$ cat config.mk
export PLATFORM = sky130hd
export DESIGN_NAME = bist_rx_fsm
export DESIGN_NICKNAME = d
export VERILOG_FILES = /design/src/rtl/bist_rx_pkg.sv /design/src/rtl/bist_rx_fsm.sv
export SDC_FILE = /design/constraint.sdc
export NUM_CORES = 1
export LEC_CHECK = 0
export ABC_CLOCK_PERIOD_IN_PS = 3600
export BUFFER_PORTS_ARGS = -buffer_cell sky130_fd_sc_hd__buf_2
export CORE_MARGIN = 2
export CORE_UTILIZATION = 32
export CTS_BUF_LIST = sky130_fd_sc_hd__clkbuf_8
export CTS_CLUSTER_DIAMETER = 40
export DETAILED_ROUTE_END_ITERATION = 7
export PLACE_DENSITY = 0.57
export SLEW_MARGIN = 0
export SYNTH_ARGS = -nofsm -noshare
export SYNTH_HDL_FRONTEND = slang
export SYNTH_SLANG_ARGS = --single-unit
$ cat constraint.sdc
create_clock -name clk -period 3.6 [get_ports clk]
set_input_delay 0.72 -clock clk [delete_from_list [all_inputs] [get_ports clk]]
set_output_delay 0.72 -clock clk [all_outputs]
set_load 0.05 [all_outputs]
$ cat src/rtl/bist_rx_pkg.sv
// Shared types for the receive self-test checker.
// Assumes nothing beyond being compiled before the modules that import it.
package bist_rx_pkg;

    // Phase of the checker state machine
    typedef enum logic [1:0] {
        ST_IDLE  = 2'd0,
        ST_WAIT  = 2'd1,
        ST_MATCH = 2'd2
    } chk_state_e;

endpackage

$ cat src/rtl/bist_rx_fsm.sv
// Wait/match state machine. It compares each valid character with the
// expected value, counts matches per pass and raises one-cycle error and
// loop pulses. Assumes test_on is already synchronous to clk.
module bist_rx_fsm
    import bist_rx_pkg::*;
#(
    parameter int           W    = 9,
    parameter logic [W-1:0] SEED = '1
) (
    input  logic         clk,
    input  logic         rst_n,
    input  logic         test_on,
    input  logic         valid,
    input  logic [W-1:0] chr,
    input  logic [W-1:0] exp_chr,
    output logic         load,
    output logic         step,
    output logic         err_pulse,
    output logic         loop_pulse
);

    localparam int PERIOD = (1 << W) - 1;
    localparam int CNT_W  = $clog2(PERIOD + 1);
    localparam logic [CNT_W-1:0] LAST = CNT_W'(PERIOD - 1);

    chk_state_e       state_q;
    logic [CNT_W-1:0] cnt_q;
    logic             err_q;
    logic             loop_q;
    logic             hit;

    assign hit  = valid && (chr == exp_chr);
    assign load = test_on && (state_q == ST_WAIT) && valid && (chr == SEED);
    assign step = test_on && (state_q == ST_MATCH) && hit;

    // Phase sequencing, pass counting and pulse generation
    always_ff @(posedge clk) begin
        if (!rst_n) begin
            state_q <= ST_IDLE;
            cnt_q   <= '0;
            err_q   <= 1'b0;
            loop_q  <= 1'b0;
        end else begin
            err_q  <= 1'b0;
            loop_q <= 1'b0;
            if (!test_on) begin
                state_q <= ST_IDLE;
                cnt_q   <= '0;
            end else begin
                case (state_q)
                    ST_IDLE: state_q <= ST_WAIT;
                    ST_WAIT: begin
                        if (load) begin
                            state_q <= ST_MATCH;
                            cnt_q   <= CNT_W'(1);
                        end
                    end
                    ST_MATCH: begin
                        if (valid) begin
                            if (hit) begin
                                if (cnt_q == LAST) begin
                                    cnt_q  <= '0;
                                    loop_q <= 1'b1;
                                end else begin
                                    cnt_q <= cnt_q + 1'b1;
                                end
                            end else begin
                                err_q   <= 1'b1;
                                state_q <= ST_WAIT;
                            end
                        end
                    end
                    default: state_q <= ST_IDLE;
                endcase
            end
        end
    end

    assign err_pulse  = err_q;
    assign loop_pulse = loop_q;

    AST_ERR_ONE_CYCLE:  assert property (@(posedge clk) disable iff (!rst_n) err_q |=> !err_q);
    AST_ERR_TO_WAIT:    assert property (@(posedge clk) disable iff (!rst_n) err_q |-> (state_q == ST_WAIT));
    AST_LOOP_ONE_CYCLE: assert property (@(posedge clk) disable iff (!rst_n) loop_q |=> !loop_q);
    AST_CNT_RANGE:      assert property (@(posedge clk) disable iff (!rst_n) cnt_q <= LAST);
    AST_QUIET_OFF:      assert property (@(posedge clk) disable iff (!rst_n) !test_on |=> (!err_q && !loop_q));
    AST_IDLE_WHEN_OFF:  assert property (@(posedge clk) disable iff (!rst_n) !test_on |=> (state_q == ST_IDLE));
    AST_WAIT_ON_ENTRY:  assert property (@(posedge clk) disable iff (!rst_n) (test_on && state_q == ST_IDLE) |=> (state_q == ST_WAIT || !test_on));

endmodule

==> flow_summary.yaml, run 1 <==
status:
  status: "complete, no violations"
placed_design:
  post_dp_cell_area_um2: 1110
  place_ws_ns: 1.07
  port_buffers: 25
  dp_hpwl_mm: 1.84
  place_inst: 174
  routabilityCongestion: 0.821
route:
  vias: 968
  met1Wirelength_mm: 1.15
  dr.max_layer_used: "met4"
  drt.antenna.violating_nets: 0
  met3_length_um: 128
  drt_first_pass_iters: 4
  post_drt_via_cell_ratio: 5.44
  drcViolationCount: 0
  met2_length_mm: 1.04
  drt_iter0_markers: 57
  wl_per_cell_um: 13.3
  drt_wl_total_mm: 2.37
clock_network:
  cts_resized: 0
  path_clk_slew_ns: 0.06
  cts_setup_buffers: 0
  clockBufferDepth: 2
  clk_latency_ns: 0.25
  cts_root_buf: "clkbuf_8"
  cts_tree: "yes"
  clock-sinks: 13
  htree_num_levels: 1
  numCtsBuffers: 3
  cts_hold_buffers: 0
sta:
  max_clock_freq_mhz: 400
  clock_skew_ns: 0.00210
  worst-slew-pin-transition_ns: 0.795
  setup_ws_ns: 1.10
  setup_violations: 0
  fin_crit_sh_pct: 69.5
  hold_viol_final: 0
  slew-limit-headroom_pct: 46.6
  finalMaxSlewViolations: 0
  setup_tns_ns: 0
  fin_crit_ns: 2.50
  rsz0062_at_grt: "false"
flow_run:
  drv_cap: 0
worst_setup_path:
  path_max_fanout: 2
  crit_family: "simple AND/OR/NAND/NOR gates"
  critPathBufInv: 2
  timing.rr.start: "state_q[0]$_SDFFE_PN0P_"
  max_stage_delay_ns: 0.26
  required_ns: 2.88
  cp_cell_sequence: "buf_2 > xnor2_2 > nand4_1 > nor2_1 > nand4b_1 > nor2_1 > buf_2"
  critical_path_class: "input port to output pin"
  cp-end-kind: "output pin"
  startpoint: "exp_chr[3]"
  worst_setup_path_start_kind: "input port"
  slowest_stage: "buf_2"
  cp.arrival_ns: 1.78
global_route:
  overflow: 0
  first_global_vias: 955
  grt_max_degree: 13
  grt_first_pass_wirelength_mm: 4.13
  track_usage_pct: 15.8
  antenna_found_initial: 0
power_and_ir_drop:
  power_switching_share_pct: 26.9
  p_leak_nw: 0.414
  power_w: 0.000339
  intPower_w: 0.000248
  pwr_density_cell_nw_per_um2: 294
  clkPwrFrac_pct: 39.4
  peakVddDrop_mv: 0.125
  comb_power_share_pct: 17.1
  seq_power_share_pct: 43.5
  p_switching_w: 0.0000912
hold_path:
  hold_path.class: "flip-flop to flip-flop"
  min_from: "cnt_q[7]$_SDFFE_PN0P_"
yosys:
  ys_seq_elements: 13
  synth_largest_area_cell: "dfxtp_1"
  synth_top_cell_area_share_pct: 27.2
  synth_cells: 121
  synth_nets: 145
  synth_cell_types: 43
  yosysSeqAreaShare_pct: 27.2
  synth.area.top_cells: "dfxtp_1 27%, nand3_1 5.2%, nand2_1 5.1%"
  syn_avg_cell_area_um2: 7.90
  synth_area_um2: 956
  synth_warnings: 0
finish:
  layout_common_cells: "25 x buf_2, 13 x nand2_1, 13 x dfxtp_1, 11 x nor2_1, 10 x nand3_1"
  final_area_um2: 1150
  n_antenna_cell: 0
  areaGrowthSynthToFinish_pct: 20.4
  drive_gt1_share_pct: 23.1
  layoutNonFillerInstCount: 178
  layout_commonest_cell: "buf_2"
  finalNetCount: 172
floorplanning:
  rows: 19
  die_height_um: 58.7
  pin_count: 26
  die_area_um2: 3440
  core_um2: 2810
  die_width_um: 58.7
  initial_core_util_pct: 34.1
worst min-delay path: cells and delay by family (launching register included):
kind | cells | cell delay [ns]
AO/OA/AOI/OAI | 1 | 0.05
flip-flops | 1 | 0.34
AND/OR/NAND/NOR | 1 | 0.07
path summary, 6_finish.rpt:
check / end / slack, ns / cells past startpoint
worst max-delay path: step / 1.10 / 7
worst min-delay path: cnt_q[7]$_SDFFE_PN0P_ / 0.51 / 2
worst max register to register: cnt_q[6]$_SDFFE_PN0P_ / 1.61 / 5
worst min register to register: cnt_q[7]$_SDFFE_PN0P_ / 0.51 / 2
synth_stat cells, drive strengths merged:
cell type and instances:
o211ai 1, nor4 2, a41oi 1, nand4 5, a21o 1, and2 4, and2b 1, nand3b 1
o221a 1, ha 2, inv 4, o32ai 1, clkbuf 1, nand2 14, buf 2, nand4bb 1
xnor2 7, or3 4, o21ai 3, or2 1, nand3 10, nand2b 1, a21oi 4, mux2i 1
o221ai 1, nor3 5, a222oi 2, dfxtp 13, nor2b 2, xor2 2, a2bb2oi 1, o31ai 2
nor3b 1, a31oi 3, nand4b 1, nor2 11, a311oi 1, and4 1, or4 2
metrics by stage:
step,hold WS (ns),util (%)
after CTS,0.513,41.0
final,0.512,41.0
after global placement,0.502,39.4
after floorplan,0.478,-
after detailed placement,0.502,39.4
after global routing,0.550,41.0
power groups by stage:
stage,Sequential (W),Clock [W],Combinational (W)
floorplan,0.000150,0,0.0000350
global placement,0.000151,0,0.0000575
detailed placement,0.000151,0,0.0000582
CTS,0.000148,0.000136,0.0000583
global route,0.000148,0.000141,0.0000644
finish,0.000148,0.000134,0.0000578
logic make-up (layout without fill, tap and decap cells):
logic type	after synthesis	after routing	share of synthesized area, %
AND/OR/NAND/NOR	67	67	39.7
AO/OA/AOI/OAI	22	22	16.6
flip-flops	13	13	27.2
XOR/XNOR	9	9	9.82
buffers and inverters	7	33	3.01
adder cells (fa/ha/maj)	2	2	2.62
multiplexers	1	1	1.05
state kept, by name, summed over array words and instances (netlist names):
| signal | cells |
|---|---|
| state_q | 2 |
| cnt_q | 9 |
| loop_pulse | 1 |
| err_pulse | 1 |
layout make-up:
type,count,area (um2)
fill,304,1650
multi-input combinational,101,667
sequential,13,260
timing repair buffer,25,125
clock buffer,3,41.3
tap,31,38.8
inverter,4,15.0
clock inverter,1,3.75
per-layer routing:
| metal | up-vias | global-route usage [%] |
|---|---|---|
| met4 | 0 | 9.09 |
| li1 | 501 | - |
| met5 | - | 0 |
| met2 | 34 | 25.4 |
| met3 | 5 | 2.20 |
| met1 | 428 | 20.2 |
Power figures use the tool's default switching activity.
==> run 2: changes to the inputs <==
ABC_CLOCK_PERIOD_IN_PS = 2200   (was 3600)
PLACE_DENSITY = 0.59   (was 0.57)
clock period = 2.2 ns   (was 3.6 ns; I/O delays follow)
==> flow_summary.yaml, run 2 (synthesis gave the netlist of run 1 again) <==
route:
  drt_wl_total_mm: 2.44
  post_drt_via_cell_ratio: 5.57
  drcViolationCount: 0
  drt.antenna.violating_nets: 0
  vias: 1008
  drt_iter0_markers: 32
  drt_first_pass_iters: 4
  wl_per_cell_um: 13.5
global_route:
  track_usage_pct: 16.0
  overflow: 0
  antenna_found_initial: 0
  first_global_vias: 963
  grt_first_pass_wirelength_mm: 4.19
  grt_max_degree: 13
power_and_ir_drop:
  peakVddDrop_mv: 0.186
  pwr_density_cell_nw_per_um2: 476
  p_leak_nw: 0.427
  power_w: 0.000560
sta:
  slew-limit-headroom_pct: 65.1
  hold_viol_final: 0
  finalMaxSlewViolations: 0
  fin_crit_ns: 2.03
  clock_skew_ns: 0.00327
  rsz0062_at_grt: "false"
  max_clock_freq_mhz: 492
  worst-slew-pin-transition_ns: 0.520
  setup_violations: 0
  fin_crit_sh_pct: 92.5
  setup_tns_ns: 0
finish:
  layout_common_cells: "25 x buf_2, 13 x nand2_1, 13 x dfxtp_1, 11 x nor2_1, 10 x nand3_1"
  multi_input_area_um2: 667
  drive_gt1_share_pct: 25.3
  reg_top3: "cnt_q: 9 flops, state_q: 2 flops"
  areaGrowthSynthToFinish_pct: 22.9
  regMostFlops: "cnt_q"
  largest_reg_flops: 9
  fillers: 293
  n_antenna_cell: 0
  seq_area_um2: 260
  layout_commonest_cell: "buf_2"
  finalNetCount: 175
placed_design:
  routabilityCongestion: 0.846
  port_buffers: 25
  dp_hpwl_mm: 1.93
flow_run:
  drv_cap: 0
worst_setup_path:
  required_ns: 1.76
  cp-end-kind: "output pin"
  slowest_stage: "dfxtp_1"
  path_max_fanout: 5
  cpMostUsedCell: "nor2_1"
  critical_path_class: "flip-flop to output pin"
  cp.arrival_ns: 1.59
  cp_cell_sequence: "and2b_1 > nand2_2 > nor2_1 > nand4b_1 > nor2_1 > buf_2"
  worst_setup_path_start_kind: "flip-flop"
  max_stage_delay_ns: 0.34
clock_network:
  clk_latency_ns: 0.25
  path_clk_slew_ns: 0.06
  cts_tree: "yes"
  htree_num_levels: 1
  clockBufferDepth: 2
  clock-sinks: 13
  numCtsBuffers: 3
  cts_resized: 0
  cts_setup_buffers: 0
  cts_root_buf: "clkbuf_8"
  cts_hold_buffers: 0
floorplanning:
  core_um2: 2810
  pin_count: 26
  initial_core_util_pct: 34.1
  die_width_um: 58.7
  die_height_um: 58.7
  rows: 19
  die_area_um2: 3440
hold_path:
  hold_path.class: "flip-flop to flip-flop"
status:
  status: "complete, no violations"
-- run 2: cell count changes in the layout (fill, tap and decap cells not counted), sizes merged --
| cell | before | now |
|---|---|---|
| buf | 25 | 28 |
| clkinv | 0 | 1 |
| inv | 5 | 4 |
-- run 2: metal layers --
metal / track usage, % / wire length [um]
met3: 3.96 / 164
met5: 0 / 0
met4: 8.12 / 43
met1: 19.7 / 1110
met2: 26.0 / 1110
-- run 2: final cells by class --
| class | instances | share of cell area (%) |
|---|---|---|
| clock buffers | 3 | 3.51 |
| clock inverters | 1 | 0.426 |
| inverters | 4 | 1.28 |
| multi-input cells | 101 | 56.8 |
| flip-flops and latches | 13 | 22.2 |
| well taps | 31 | 3.30 |
| repair buffers | 28 | 12.6 |
-- run 2: final timing paths --
| check | from | to | slack (ns) | cells past startpoint |
|---|---|---|---|---|
| setup reg to reg | cnt_q[2]$_SDFFE_PN0P_ | cnt_q[7]$_SDFFE_PN0P_ | 0.29 | 5 |
| hold / removal | cnt_q[7]$_SDFFE_PN0P_ | cnt_q[7]$_SDFFE_PN0P_ | 0.50 | 2 |
| setup / recovery | state_q[0]$_SDFFE_PN0P_ | step | 0.17 | 6 |
| hold reg to reg | cnt_q[7]$_SDFFE_PN0P_ | cnt_q[7]$_SDFFE_PN0P_ | 0.50 | 2 |
-- run 2: worst max-delay path, delay by kind of cell, from the launching register on --
family / cells / cell delay (ns)
buffers and inverters: 1 / 0.27
DFF: 1 / 0.34
and+or+nand+nor: 5 / 0.73
-- run 2: through the flow --
stage | util, % | hold WS (ns) | std cells | setup WS (ns) | cell area [um2]
floorplan | - | 0.478 | 121 | 0.146 | 956
global placement | 40.2 | 0.500 | 177 | 0.115 | 1130
detailed placement | 40.2 | 0.502 | 177 | 0.103 | 1130
CTS | 41.9 | 0.510 | 181 | 0.141 | 1170
global route | 41.9 | 0.541 | 181 | 0.0378 | 1170
finish | 41.9 | 0.505 | 181 | 0.166 | 1170
-- run 2: power breakdown --
part,switching (W),internal (W),total (W)
registers,0.00000310,0.000238,0.000241
clock network,0.0000986,0.000126,0.000224
logic,0.0000512,0.0000432,0.0000943
==> run 3: changes to the inputs <==
CORE_ASPECT_RATIO = 1.1   (was not set)
==> flow_summary.yaml, run 3 (synthesis gave the netlist of run 1 again) <==
global_route:
  first_global_vias: 978
  grt_max_degree: 13
  grt_first_pass_wirelength_mm: 4.31
  antenna_found_initial: 0
  track_usage_pct: 16.1
  overflow: 0
worst_setup_path:
  required_ns: 1.76
  cpMostUsedCell: "nor2_1"
  path_max_fanout: 5
  cp.arrival_ns: 1.56
  crit_family: "simple AND/OR/NAND/NOR gates"
  cp_cell_sequence: "and2b_1 > nand2_2 > nor2_1 > nand4b_1 > nor2_1 > buf_2"
  worst_setup_path_start_kind: "flip-flop"
  critPathBufInv: 1
  critical_path_class: "flip-flop to output pin"
  max_stage_delay_ns: 0.34
  slowest_stage: "dfxtp_1"
  cp-end-kind: "output pin"
route:
  post_drt_via_cell_ratio: 5.66
  drt_first_pass_iters: 4
  vias: 1036
  drcViolationCount: 0
  drt_iter0_markers: 31
  drt_wl_total_mm: 2.50
  wl_per_cell_um: 13.6
  drt.antenna.violating_nets: 0
power_and_ir_drop:
  pwr_density_cell_nw_per_um2: 468
  p_leak_nw: 0.429
  peakVddDrop_mv: 0.256
floorplanning:
  die_area_um2: 3440
  die_height_um: 61.3
  die_width_um: 56.1
  pin_count: 26
  rows: 20
  core_um2: 2800
  initial_core_util_pct: 34.1
finish:
  fillers: 303
  largest_reg_flops: 9
  reg_top3: "cnt_q: 9 flops, state_q: 2 flops"
  drive_gt1_share_pct: 24.7
  finalNetCount: 175
  regMostFlops: "cnt_q"
  layout_commonest_cell: "buf_2"
  fin_util_pct: 42.0
  n_antenna_cell: 0
  layout_common_cells: "25 x buf_2, 13 x nand2_1, 13 x dfxtp_1, 11 x nor2_1, 10 x nand3_1"
  areaGrowthSynthToFinish_pct: 23.0
sta:
  max_clock_freq_mhz: 500
  rsz0062_at_grt: "false"
  slew-limit-headroom_pct: 63.7
  setup_tns_ns: 0
  setup_violations: 0
  clock_skew_ns: 0.00262
  fin_crit_ns: 2.00
  fin_crit_sh_pct: 90.9
  worst-slew-pin-transition_ns: 0.541
  hold_viol_final: 0
  finalMaxSlewViolations: 0
clock_network:
  clock-sinks: 13
  path_clk_slew_ns: 0.06
  numCtsBuffers: 3
  clk_latency_ns: 0.25
  cts_setup_buffers: 0
  cts_root_buf: "clkbuf_8"
  cts_resized: 0
  cts_tree: "yes"
  htree_num_levels: 1
  cts_hold_buffers: 0
  clockBufferDepth: 2
placed_design:
  routabilityCongestion: 0.806
  dp_hpwl_mm: 1.96
  port_buffers: 25
flow_run:
  drv_cap: 0
status:
  status: "complete, no violations"
hold_path:
  hold_path.class: "flip-flop to flip-flop"
-- run 3: cell count changes in the layout (fill, tap and decap cells not counted), sizes merged --
cell,change
clkinv,-1
inv,+1
-- run 3: final timing paths --
| path | start | slack, ns | cells past startpoint | end |
|---|---|---|---|---|
| hold / removal | cnt_q[7]$_SDFFE_PN0P_ | 0.51 | 2 | cnt_q[7]$_SDFFE_PN0P_ |
| hold reg to reg | cnt_q[7]$_SDFFE_PN0P_ | 0.51 | 2 | cnt_q[7]$_SDFFE_PN0P_ |
| setup / recovery | state_q[0]$_SDFFE_PN0P_ | 0.20 | 6 | step |
| setup reg to reg | cnt_q[1]$_SDFFE_PN0P_ | 0.27 | 5 | cnt_q[8]$_SDFFE_PN0P_ |
-- run 3: metrics by stage --
step	std cells	total power (W)	setup WS [ns]	cell area, um2	hold WS, ns
final	183	0.000551	0.201	1180	0.511
after global routing	183	0.000571	0.0934	1180	0.540
after CTS	183	0.000551	0.215	1180	0.511
after detailed placement	179	0.000342	0.108	1130	0.504
after global placement	179	0.000341	0.124	1130	0.499
after floorplan	121	0.000303	0.146	956	0.478
-- run 3: cell type report --
type                    instances  area [um2]  area share (%)
multi-input cells             101         667            56.7
repair buffers                 28         148            12.6
clock buffers                   3        41.3            3.51
well taps                      33        41.3            3.51
clock inverters                 1        3.75           0.319
inverters                       4        15.0            1.28
flip-flops and latches         13         260            22.1
-- run 3: per-layer routing --
| metal | track usage (%) | part of all wire (%) |
|---|---|---|
| met3 | 2.10 | 7.4 |
| met5 | 0 | 0 |
| met1 | 20.7 | 45 |
| met4 | 8.50 | 2.3 |
| met2 | 27.1 | 45 |
-- run 3: where the power goes --
part | switching, W | internal [W]
clock network | 0.0000900 | 0.000124
registers | 0.00000315 | 0.000238
logic | 0.0000527 | 0.0000432
total | 0.000146 | 0.000405
-- run 3: worst reg2reg max path, cell delays in order, from the launching register on --
cell	delay (ns)
dfxtp_1	0.44
ha_1	0.28
nand3_1	0.17
or4_1	0.45
or3_1	0.35
a31oi_1	0.16
